==> src/rtl/hbus_pkg.sv <==
`timescale 1ns/1ps
package hbus_pkg;
  typedef enum logic [2:0] {
    S_IDLE, S_LATCH, S_LGAP, S_SETUP, S_STRB, S_HOLD
  } st_e;

  // whole clock periods covering a nanosecond interval, never below one
  function automatic int ns2cyc(input int ns, input int per);
    int c;
    c = (ns + per - 1) / per;
    return (c < 1) ? 1 : c;
  endfunction

  function automatic int imax(input int a, input int b);
    return (a > b) ? a : b;
  endfunction
endpackage

==> src/rtl/hbus_dcnt.sv <==
`timescale 1ns/1ps
// loadable down counter that stops at zero
module hbus_dcnt #(
  parameter int W = 4
) (
  input  logic         clk,
  input  logic         rst_n,
  input  logic         load,
  input  logic [W-1:0] val,
  output logic         zero
);
  logic [W-1:0] cnt;

  always_ff @(posedge clk or negedge rst_n) begin
    if (!rst_n)          cnt <= '0;
    else if (load)       cnt <= val;
    else if (cnt != '0)  cnt <= cnt - 1'b1;
  end

  assign zero = (cnt == '0);
endmodule

==> src/rtl/hbus_drive.sv <==
`timescale 1ns/1ps
// decodes the bus pins from the sequencer state and the captured request
module hbus_drive import hbus_pkg::*; #(
  parameter int AW = 3,
  parameter int DW = 8
) (
  input  st_e           st,
  input  logic          mux_q,
  input  logic          we_q,
  input  logic [AW-1:0] adr_q,
  input  logic [DW-1:0] wd_q,
  output logic          latch,
  output logic          sel_n,
  output logic          rd_n,
  output logic          wr_n,
  output logic [DW-1:0] dout,
  output logic          doe
);
  logic in_strb, data_ph;

  assign in_strb = (st == S_STRB);
  assign data_ph = (st == S_STRB) || (st == S_HOLD);

  assign latch = (st == S_LATCH);
  assign sel_n = (st == S_IDLE);
  assign rd_n  = !(in_strb && !we_q);
  assign wr_n  = !(in_strb && we_q);

  always_comb begin
    if (mux_q && !(we_q && data_ph)) dout = DW'(adr_q);
    else                             dout = wd_q;
  end

  always_comb begin
    case (st)
      S_LATCH, S_LGAP:          doe = 1'b1;
      S_SETUP, S_STRB, S_HOLD:  doe = we_q;
      default:                  doe = 1'b0;
    endcase
  end
endmodule

==> src/rtl/hbus_seq.sv <==
`timescale 1ns/1ps
module hbus_seq import hbus_pkg::*; #(
  parameter int AW             = 3,
  parameter int DW             = 8,
  parameter int CLK_PERIOD_NS  = 20,
  parameter int T_LATCH_HI_NS  = 20,
  parameter int T_MUX_ASU_NS   = 15,
  parameter int T_MUX_AH_NS    = 8,
  parameter int T_L2S_NS       = 15,
  parameter int T_STRB_W_NS    = 65,
  parameter int T_SEP_ASU_NS   = 30,
  parameter int T_AH_NS        = 8,
  parameter int T_DH_NS        = 8,
  parameter int T_RDV_NS       = 65,
  parameter int T_REL_NS       = 20,
  parameter int T_RECOV_NS     = 150
) (
  input  logic          clk,
  input  logic          rst_n,
  input  logic          req,
  input  logic          we,
  input  logic [AW-1:0] addr,
  input  logic [DW-1:0] wdata,
  input  logic          mode_mux,
  output logic          ack,
  output logic [DW-1:0] rdata,
  output logic          bus_latch,
  output logic          bus_sel_n,
  output logic          bus_rd_n,
  output logic          bus_wr_n,
  output logic [AW-1:0] bus_adr,
  output logic [DW-1:0] bus_dout,
  output logic          bus_doe,
  input  logic [DW-1:0] bus_din
);
  localparam int P         = CLK_PERIOD_NS;
  localparam int LATCH_CYC = imax(ns2cyc(T_LATCH_HI_NS, P), ns2cyc(T_MUX_ASU_NS, P));
  localparam int LGAP_CYC  = imax(ns2cyc(T_MUX_AH_NS, P), ns2cyc(T_L2S_NS, P));
  localparam int SETUP_CYC = ns2cyc(T_SEP_ASU_NS, P);
  localparam int WR_CYC    = ns2cyc(T_STRB_W_NS, P);
  localparam int RD_CYC    = imax(WR_CYC, ns2cyc(T_RDV_NS, P));
  localparam int HOLD_CYC  = imax(ns2cyc(T_AH_NS, P), ns2cyc(T_DH_NS, P));
  localparam int RECOV_CYC = imax(ns2cyc(T_RECOV_NS, P), ns2cyc(T_REL_NS, P));
  localparam int PH_MAX    = imax(imax(LATCH_CYC, LGAP_CYC),
                                  imax(imax(SETUP_CYC, RD_CYC), HOLD_CYC));
  localparam int PH_W      = $clog2(PH_MAX + 1);
  localparam int RC_W      = $clog2(RECOV_CYC + 1);

  st_e            st, st_nx;
  logic           mux_q, we_q;
  logic [AW-1:0]  adr_q;
  logic [DW-1:0]  wd_q, rd_q;
  logic           ph_ld, ph_zero;
  logic [PH_W-1:0] ph_val;
  logic           rc_zero;

  // named internal events
  logic acc_fire;   // request accepted this cycle
  logic strb_end;   // strobe rises after this edge
  logic rd_smp;     // read byte captured at this edge

  always_comb begin
    st_nx    = st;
    ph_ld    = 1'b0;
    ph_val   = '0;
    acc_fire = 1'b0;
    strb_end = 1'b0;
    rd_smp   = 1'b0;
    case (st)
      S_IDLE: if (req && rc_zero) begin
        acc_fire = 1'b1;
        ph_ld    = 1'b1;
        if (mode_mux) begin st_nx = S_LATCH; ph_val = PH_W'(LATCH_CYC - 1); end
        else          begin st_nx = S_SETUP; ph_val = PH_W'(SETUP_CYC - 1); end
      end
      S_LATCH: if (ph_zero) begin
        st_nx = S_LGAP; ph_ld = 1'b1; ph_val = PH_W'(LGAP_CYC - 1);
      end
      S_LGAP, S_SETUP: if (ph_zero) begin
        st_nx  = S_STRB; ph_ld = 1'b1;
        ph_val = we_q ? PH_W'(WR_CYC - 1) : PH_W'(RD_CYC - 1);
      end
      S_STRB: if (ph_zero) begin
        st_nx    = S_HOLD; ph_ld = 1'b1; ph_val = PH_W'(HOLD_CYC - 1);
        strb_end = 1'b1;
        rd_smp   = !we_q;
      end
      S_HOLD: if (ph_zero) st_nx = S_IDLE;
      default: st_nx = S_IDLE;
    endcase
  end

  always_ff @(posedge clk or negedge rst_n) begin
    if (!rst_n) begin
      st    <= S_IDLE;
      mux_q <= 1'b0;
      we_q  <= 1'b0;
      adr_q <= '0;
      wd_q  <= '0;
      rd_q  <= '0;
    end else begin
      st <= st_nx;
      if (acc_fire) begin
        mux_q <= mode_mux;
        we_q  <= we;
        adr_q <= addr;
        wd_q  <= wdata;
      end
      if (rd_smp) rd_q <= bus_din;
    end
  end

  hbus_dcnt #(.W(PH_W)) u_phase (
    .clk(clk), .rst_n(rst_n), .load(ph_ld), .val(ph_val), .zero(ph_zero)
  );

  hbus_dcnt #(.W(RC_W)) u_recov (
    .clk(clk), .rst_n(rst_n), .load(strb_end),
    .val(RC_W'(RECOV_CYC - 1)), .zero(rc_zero)
  );

  hbus_drive #(.AW(AW), .DW(DW)) u_drive (
    .st(st), .mux_q(mux_q), .we_q(we_q), .adr_q(adr_q), .wd_q(wd_q),
    .latch(bus_latch), .sel_n(bus_sel_n), .rd_n(bus_rd_n), .wr_n(bus_wr_n),
    .dout(bus_dout), .doe(bus_doe)
  );

  assign bus_adr = adr_q;
  assign rdata   = rd_q;
  assign ack     = (st == S_HOLD) && ph_zero;
endmodule

==> config.mk <==
export PLATFORM = sky130hd
export DESIGN_NAME = hbus_seq
export DESIGN_NICKNAME = d
export VERILOG_FILES = /design/src/rtl/hbus_pkg.sv /design/src/rtl/hbus_dcnt.sv /design/src/rtl/hbus_drive.sv /design/src/rtl/hbus_seq.sv
export SDC_FILE = /design/constraint.sdc
export NUM_CORES = 1
export LEC_CHECK = 0
export ABC_AREA = 1
export BUFFER_PORTS_ARGS = -buffer_cell sky130_fd_sc_hd__buf_2
export CAP_MARGIN = 30
export CELL_PAD_IN_SITES_DETAIL_PLACEMENT = 1
export CELL_PAD_IN_SITES_GLOBAL_PLACEMENT = 2
export CORE_MARGIN = 8
export CORE_UTILIZATION = 30
export DETAILED_ROUTE_END_ITERATION = 16
export GPL_TIMING_DRIVEN = 0
export PLACE_DENSITY_LB_ADDON = 0.1
export SETUP_SLACK_MARGIN = 0.02
export SYNTH_ARGS = -nofsm -noshare
export SYNTH_HDL_FRONTEND = slang
export SYNTH_SLANG_ARGS = --single-unit
==> constraint.sdc <==
create_clock -name clk -period 3.79 [get_ports clk]
set_input_delay 0.1895 -clock clk [delete_from_list [all_inputs] [get_ports clk]]
set_output_delay 0.1895 -clock clk [all_outputs]
set_load 0.02 [all_outputs]
==> PnR_summary.wiki, run 1 <==
{| class="wikitable"
! Metric !! Value
|-
| Max FO, Critical Path || 10
|-
| Final GP Congestion || 0.758
|-
| Startpoint type of the worst setup path || register
|-
| Delay contributed by the slowest stage of the critical path || 0.37 ns
|-
| Residual overflow from global routing || 0
|-
| Share of the clock period used by the worst path after layout || 50.5%
|-
| Required arrival time at the worst endpoint || 3.60 ns
|-
| Count of input and output buffers || 48
|-
| Logic depth of the worst setup path including buffers || 7
|-
| Worst-case setup margin in the final layout || 1.88 ns
|-
| Setup total negative slack || 0 ns
|-
| First-pass GRT wire length || 7.48 mm
|-
| Number of design rule violations left after detail routing || 0
|-
| Pwr Density || 923 nW/µm²
|-
| Worst max-slew margin expressed relative to the limit || 51.7%
|-
| Syn-to-layout area delta || 28.3%
|-
| Run status || finished, final reports clean
|-
| Final number of setup-violating endpoints || 0
|-
| Crit. End Element || output port
|-
| Biggest area consumer among synthesized cells || sky130_fd_sc_hd__dfrtp_1
|-
| Final WL || 4.27 mm
|-
| Register area || 776 µm²
|-
| Later-pin clock latency in the skew report || 0.29 ns
|-
| Cells taking the most area after synthesis || sky130_fd_sc_hd__dfrtp_1 (49%), sky130_fd_sc_hd__nand2_1 (14%), sky130_fd_sc_hd__nand3_1 (5.0%), sky130_fd_sc_hd__inv_1 (4.7%), sky130_fd_sc_hd__nor2_1 (4.0%)
|-
| Syn. warnings || 0
|-
| Overall die height || 88.8 µm
|-
| Startpoint of the lowest-slack hold path || wdata[1]
|-
| WS Path Type || reg -> out
|-
| Start point of the critical path || u_phase.cnt[0]
|-
| Count of hold buffers inserted by post-cts repair || 1
|-
| Critical Path, Cell by Cell || inv_1, ha_1, inv_1, nor2_1, inv_2, nor4_1, buf_2
|-
| Antenna Diode Count || 0
|-
| Final hold violations || 0
|-
| Bufs and invs on worst path || 4
|-
| Worst R2R Start || u_phase.cnt[0]
|-
| Vias per std cell || 4.44
|-
| Die outline area || 7890 µm²
|-
| Effective utilization at floorplan || 31.2%
|-
| Average wire per cell in the routed design || 13.3 µm
|-
| Length of the first detailed-routing pass in iterations || 4
|-
| Via count of the first global-routing pass || 1,577
|-
| Post-Place Cell Area || 1920 µm²
|-
| Number of maximum-capacitance constraint violations || 0
|-
| Share of Yosys cell area claimed by the top area cell type || 48.7%
|-
| Fraction of final layout cells sized beyond drive strength 1 || 30.6%
|-
| Number of DRC markers in iteration 0 || 61
|-
| Synth Cell Area || 1590 µm²
|-
| CTS Buf Count || 5
|-
| Average cell area after synthesis || 8.16 µm²
|-
| Post-synthesis sequential element count || 31
|-
| Peak ir drop on the vdd network || 487 µV
|-
| Cell type with the highest occurrence count on the critical path || sky130_fd_sc_hd__inv_1
|-
| Clk slew on worst S/H paths || 0.07 ns
|-
| Crit path max-delay cell type || sky130_fd_sc_hd__dfrtp_1
|-
| Highest clock rate || 523 MHz
|-
| Number of cells on the worst hold path || 3
|-
| Nets in the synthesized netlist || 223
|-
| Multi-input gate area in the final layout || 672 µm²
|-
| Portion of the post-synthesis area used by sequential elements || 48.7%
|-
| Worst slack at placement || 2.18 ns
|-
| RSZ-0062 raised after global routing || false
|-
| Clock Tree Root || sky130_fd_sc_hd__clkbuf_8
|-
| Maximum buffer depth of the clock tree || 2
|-
| Number of post-CTS setup repair buffers || 0
|-
| Class of the tightest hold or removal check || in -> reg
|-
| Number of antenna violations at the first check in global routing || 0
|-
| Hpwl dp || 3.21 mm
|-
| Final instance area || 2040 µm²
|-
| Max Transition Viols Final || 0
|-
| TritonCTS Sinks || 31
|-
| Kind of cell with the highest combined delay on the critical path || buffers and inverters
|-
| Number of standard-cell rows in the floorplan || 26
|-
| CTS H-tree depth || 2
|-
| Least-Margin Pin Slew || 0.724 ns
|-
| Fill count || 653
|-
| Fin crit period || 1.91 ns
|-
| CTS tree || done
|-
| I/O pin cnt || 49
|-
| Post-cts gate resize count || 0
|-
| Data arrival, critical path || 1.72 ns
|-
| Synthesized instance count || 195
|-
| Nets || 279
|-
| Maximum number of pins on one net before global-route repair || 32
|-
| Cell depth of the worst flop-to-flop path || 9
|-
| Leak Pwr || 0.00107 µW
|-
| Worst-case clock skew || 0.0111 ns
|-
| Count of unique library cells instantiated by Yosys || 25
|-
| Core Region || 5110 µm²
|-
| Overall die width || 88.8 µm
|-
| Via total after detailed routing || 1,429
|-
| Hold WS || 0.111 ns
|-
| Combined global-route utilization of all metal layers || 12.3%
|-
| Detail Route Antenna Nets || 0
|}
[registers in the layout (all words and copies together), names as in the netlist]
signal and flops:
bus_adr 3, u_recov.cnt 4, rdata 8, st 3
we_q 1, wd_q 8, mux_q 1, u_phase.cnt 3
[final timing paths]
| path | slack (ns) | to |
|---|---|---|
| max | 1.88 | ack |
| min | 0.11 | wd_q[1] |
| max reg2reg | 2.21 | u_recov.cnt[1] |
| min reg2reg | 0.47 | rdata[1] |
| max in group asynchronous | 2.82 | bus_adr[0] |
| min in group asynchronous | 0.49 | rdata[3] |
[per-layer routing]
| metal | track usage, % | vias up | share of wire [%] |
|---|---|---|---|
| met3 | 5.76 | 2 | 9.4 |
| met1 | 15.3 | 663 | 46 |
| li1 | - | 724 | - |
| met5 | 0 | - | 0 |
| met4 | 4.15 | 0 | 0.54 |
| met2 | 18.1 | 40 | 44 |
[cells by family (layout without fill, tap and decap cells)]
family,after synthesis,count (layout),synth area share [%]
compound gates,23,23,8.25
xor+xnor,2,2,1.10
fa+ha+maj,4,4,3.14
buf+inv,30,87,9.04
flops,31,31,48.7
simple gates,105,105,29.7
[layout by cell type (no fill, tap or decap), types with 3 or more instances in the layout]
master,synthesis,routed
sky130_fd_sc_hd__buf_2,1,49
sky130_fd_sc_hd__buf_6,4,4
sky130_fd_sc_hd__clkbuf_8,0,5
sky130_fd_sc_hd__dfrtp_1,31,31
sky130_fd_sc_hd__ha_1,4,4
sky130_fd_sc_hd__inv_1,20,20
sky130_fd_sc_hd__inv_2,4,4
sky130_fd_sc_hd__nand2_1,58,58
sky130_fd_sc_hd__nand2_2,4,4
sky130_fd_sc_hd__nand3_1,16,16
sky130_fd_sc_hd__nor2_1,17,17
sky130_fd_sc_hd__nor3_1,3,3
sky130_fd_sc_hd__o21ai_0,8,8
sky130_fd_sc_hd__o21ai_1,10,10
[cell usage after synthesis, drive strengths merged]
library cell  count
nand2            63
dfrtp            31
inv              24
nor2             21
o21ai            19
nand3            17
buf               5
ha                4
nor3              3
o211ai            2
xnor2             2
a211oi            1
a21oi             1
clkinv            1
nor4              1
[power by group]
group	switching [µW]	internal, µW
clock	135	196
sequential	97.2	492
combinational	630	336
[tightest hold or removal path, cell delays in order]
cell	delay, ns
sky130_fd_sc_hd__buf_2	0.07
sky130_fd_sc_hd__nand2_1	0.04
sky130_fd_sc_hd__nand2_1	0.06
[metrics by stage]
stage / cells / total power, µW / utilization [%]
final: 322 / 1890 / 40.0
after detailed placement: 313 / 1580 / 37.6
after global routing: 322 / 2080 / 40.0
after CTS: 322 / 1930 / 40.0
after global placement: 313 / 1570 / 37.6
after floorplan: 195 / 1280 / -
[cell type report]
cell class,instances,share of cell area (%)
sequential,31,38.0
tap,70,4.29
clock buffer,5,3.37
timing repair buffer,49,12.3
clock inverter,3,2.14
buffer,5,2.45
multi-input combinational,134,32.9
inverter,25,4.60
No activity file was read; power rests on OpenSTA's default activity.
==> inputs of run 2 (changes only) <==
--- a/config.mk
+++ b/config.mk
@@ -11,7 +11,7 @@
 export CELL_PAD_IN_SITES_DETAIL_PLACEMENT = 1
 export CELL_PAD_IN_SITES_GLOBAL_PLACEMENT = 2
 export CORE_MARGIN = 8
-export CORE_UTILIZATION = 30
+export CORE_UTILIZATION = 28
 export DETAILED_ROUTE_END_ITERATION = 16
 export GPL_TIMING_DRIVEN = 0
 export PLACE_DENSITY_LB_ADDON = 0.1
==> constraint.sdc (replaced) <==
create_clock -name clk -period 2 [get_ports clk]
set_input_delay 0.1 -clock clk [delete_from_list [all_inputs] [get_ports clk]]
set_output_delay 0.1 -clock clk [all_outputs]
set_load 0.02 [all_outputs]
==> run 2 against run 1 <==
Register-to-register slack lost 1.8 ns. Die area grew 5.8%. Clock skew shrank 0.0061 ns. Power up 91%. Sequential cell count is the same. Sequential power is 90% higher. Global-route usage fell by 1.1 points. Sequential share of layout area is 0.14 points lower. Clock-buffer cell count up 1. Non-clock buffer count unchanged. Worst setup slack worse by 1.7 ns. Final cell count grew 0.62%.
==> PnR_summary.wiki, run 2 (synthesized netlist as in run 1, its figures left out) <==
{| class="wikitable"
! Metric !! Value
|-
| Via total after detailed routing || 1,412
|-
| Leading cell types in the layout, fill and taps excluded || sky130_fd_sc_hd__nand2_1 (58), sky130_fd_sc_hd__buf_2 (49), sky130_fd_sc_hd__dfrtp_1 (31), sky130_fd_sc_hd__inv_1 (20), sky130_fd_sc_hd__nor2_1 (17)
|-
| Reg power frac || 31.1%
|-
| Clk slew on worst S/H paths || 0.07 ns
|-
| Switching power of the nets || 1630 µW
|-
| Run status || finished, final reports clean
|-
| Share of total power in the clock network || 18.0%
|-
| Least-Margin Pin Slew || 0.712 ns
|-
| Average wire per cell in the routed design || 13.1 µm
|-
| Combined global-route utilization of all metal layers || 11.2%
|-
| Fill count || 688
|-
| Overall die width || 91.4 µm
|-
| Overall die height || 91.4 µm
|-
| Die outline area || 8350 µm²
|-
| Final GP Congestion || 0.717
|-
| Worst max-slew margin expressed relative to the limit || 52.5%
|-
| Number of DRC markers in iteration 0 || 63
|-
| Vias per std cell || 4.36
|-
| Syn-to-layout area delta || 28.8%
|-
| Data arrival, critical path || 1.69 ns
|-
| Internal power of the cells || 1970 µW
|-
| WS Path Type || reg -> out
|-
| Switch share || 45.2%
|-
| CTS Buf Count || 5
|-
| I/O pin cnt || 49
|-
| Number of post-CTS setup repair buffers || 0
|-
| Setup total negative slack || 0 ns
|-
| Length of the first detailed-routing pass in iterations || 4
|-
| Post-cts gate resize count || 0
|-
| Effective utilization at floorplan || 28.9%
|-
| Combinational share of power || 50.9%
|-
| Detail Route Antenna Nets || 0
|-
| Startpoint type of the worst setup path || register
|-
| Max FO, Critical Path || 8
|-
| Multi-input gate area in the final layout || 672 µm²
|-
| Nets || 279
|-
| Leak Pwr || 0.00107 µW
|-
| Number of design rule violations left after detail routing || 0
|-
| Via count of the first global-routing pass || 1,583
|-
| Core Region || 5510 µm²
|-
| Maximum number of pins on one net before global-route repair || 32
|-
| Antenna Diode Count || 0
|-
| Fraction of final layout cells sized beyond drive strength 1 || 30.6%
|-
| Hpwl dp || 3.26 mm
|-
| Most common cell after layout, fill and taps aside || sky130_fd_sc_hd__nand2_1
|-
| Residual overflow from global routing || 0
|-
| Number of antenna violations at the first check in global routing || 0
|-
| Clock Tree Root || sky130_fd_sc_hd__clkbuf_8
|-
| Maximum buffer depth of the clock tree || 2
|-
| Share of the clock period used by the worst path after layout || 89.4%
|-
| Final hold violations || 0
|-
| Fin crit period || 1.79 ns
|-
| Later-pin clock latency in the skew report || 0.28 ns
|-
| Peak ir drop on the vdd network || 549 µV
|-
| CTS H-tree depth || 2
|-
| Required arrival time at the worst endpoint || 1.90 ns
|-
| Final Core Density || 37.2%
|-
| Highest clock rate || 559 MHz
|-
| TritonCTS Sinks || 31
|-
| Post-route total power || 3600 µW
|-
| Class of the tightest hold or removal check || in -> reg
|-
| Crit. End Element || output port
|-
| RSZ-0062 raised after global routing || false
|-
| Number of standard-cell rows in the floorplan || 27
|-
| Worst-case clock skew || 0.00497 ns
|-
| Final number of setup-violating endpoints || 0
|-
| CTS tree || done
|-
| Count of input and output buffers || 48
|-
| Number of maximum-capacitance constraint violations || 0
|-
| Max Transition Viols Final || 0
|-
| Final WL || 4.26 mm
|-
| First-pass GRT wire length || 7.62 mm
|-
| Count of hold buffers inserted by post-cts repair || 1
|-
| Register area || 776 µm²
|-
| Pwr Density || 1760 nW/µm²
|}
## run 2: routing by layer
metal  wire length (µm)  GRT usage (%)
met1               2010           14.1
met2               1930           17.2
met3                261           3.87
met4                 55           4.09
met5                  0              0
## run 2: path summary, 6_finish.rpt
kind	slack, ns	start	cells after the start	endpoint
max	0.21	st[1]	7	bus_dout[3]
min	0.01	wdata[1]	3	wd_q[1]
max reg2reg	0.44	u_phase.cnt[0]	9	rdata[2]
min reg2reg	0.47	rdata[1]	2	rdata[1]
max in group asynchronous	1.14	rst_n	2	wd_q[6]
min in group asynchronous	0.40	rst_n	2	rdata[1]
## run 2: power groups by stage
stage                     clock, µW  sequential [µW]  combinational (µW)
final                           648             1120                1830
after floorplan                   0             1220                1220
after global placement            0             1130                1860
after global routing            696             1170                2080
after detailed placement          0             1130                1870
after CTS                       675             1130                1880
## run 2: worst max-delay path, cell delays in order, from the launching register on
cell	delay, ns
sky130_fd_sc_hd__dfrtp_1	0.38
sky130_fd_sc_hd__buf_6	0.14
sky130_fd_sc_hd__inv_1	0.09
sky130_fd_sc_hd__nand3_1	0.13
sky130_fd_sc_hd__nand2_1	0.22
sky130_fd_sc_hd__inv_1	0.14
sky130_fd_sc_hd__nor2_1	0.13
sky130_fd_sc_hd__buf_2	0.18
## run 2: through the flow
step                      setup WS, ns  hold WS, ns  cells  instance area [µm²]
after floorplan                  0.368       -0.196    195                 1590
after global placement           0.435        0.210    315                 1920
after detailed placement         0.417        0.211    315                 1920
after CTS                        0.165      0.00604    324                 2050
after global routing            0.0331       0.0288    324                 2050
final                            0.211       0.0145    324                 2050
## run 2: final cells by class
type	instances	area share, %
plain buffers	5	2.44
clock buffers	6	4.03
clock inverters	2	1.71
inverters	25	4.58
multi-input cells	134	32.8
flip-flops and latches	31	37.9
well taps	72	4.40
repair buffers	49	12.2
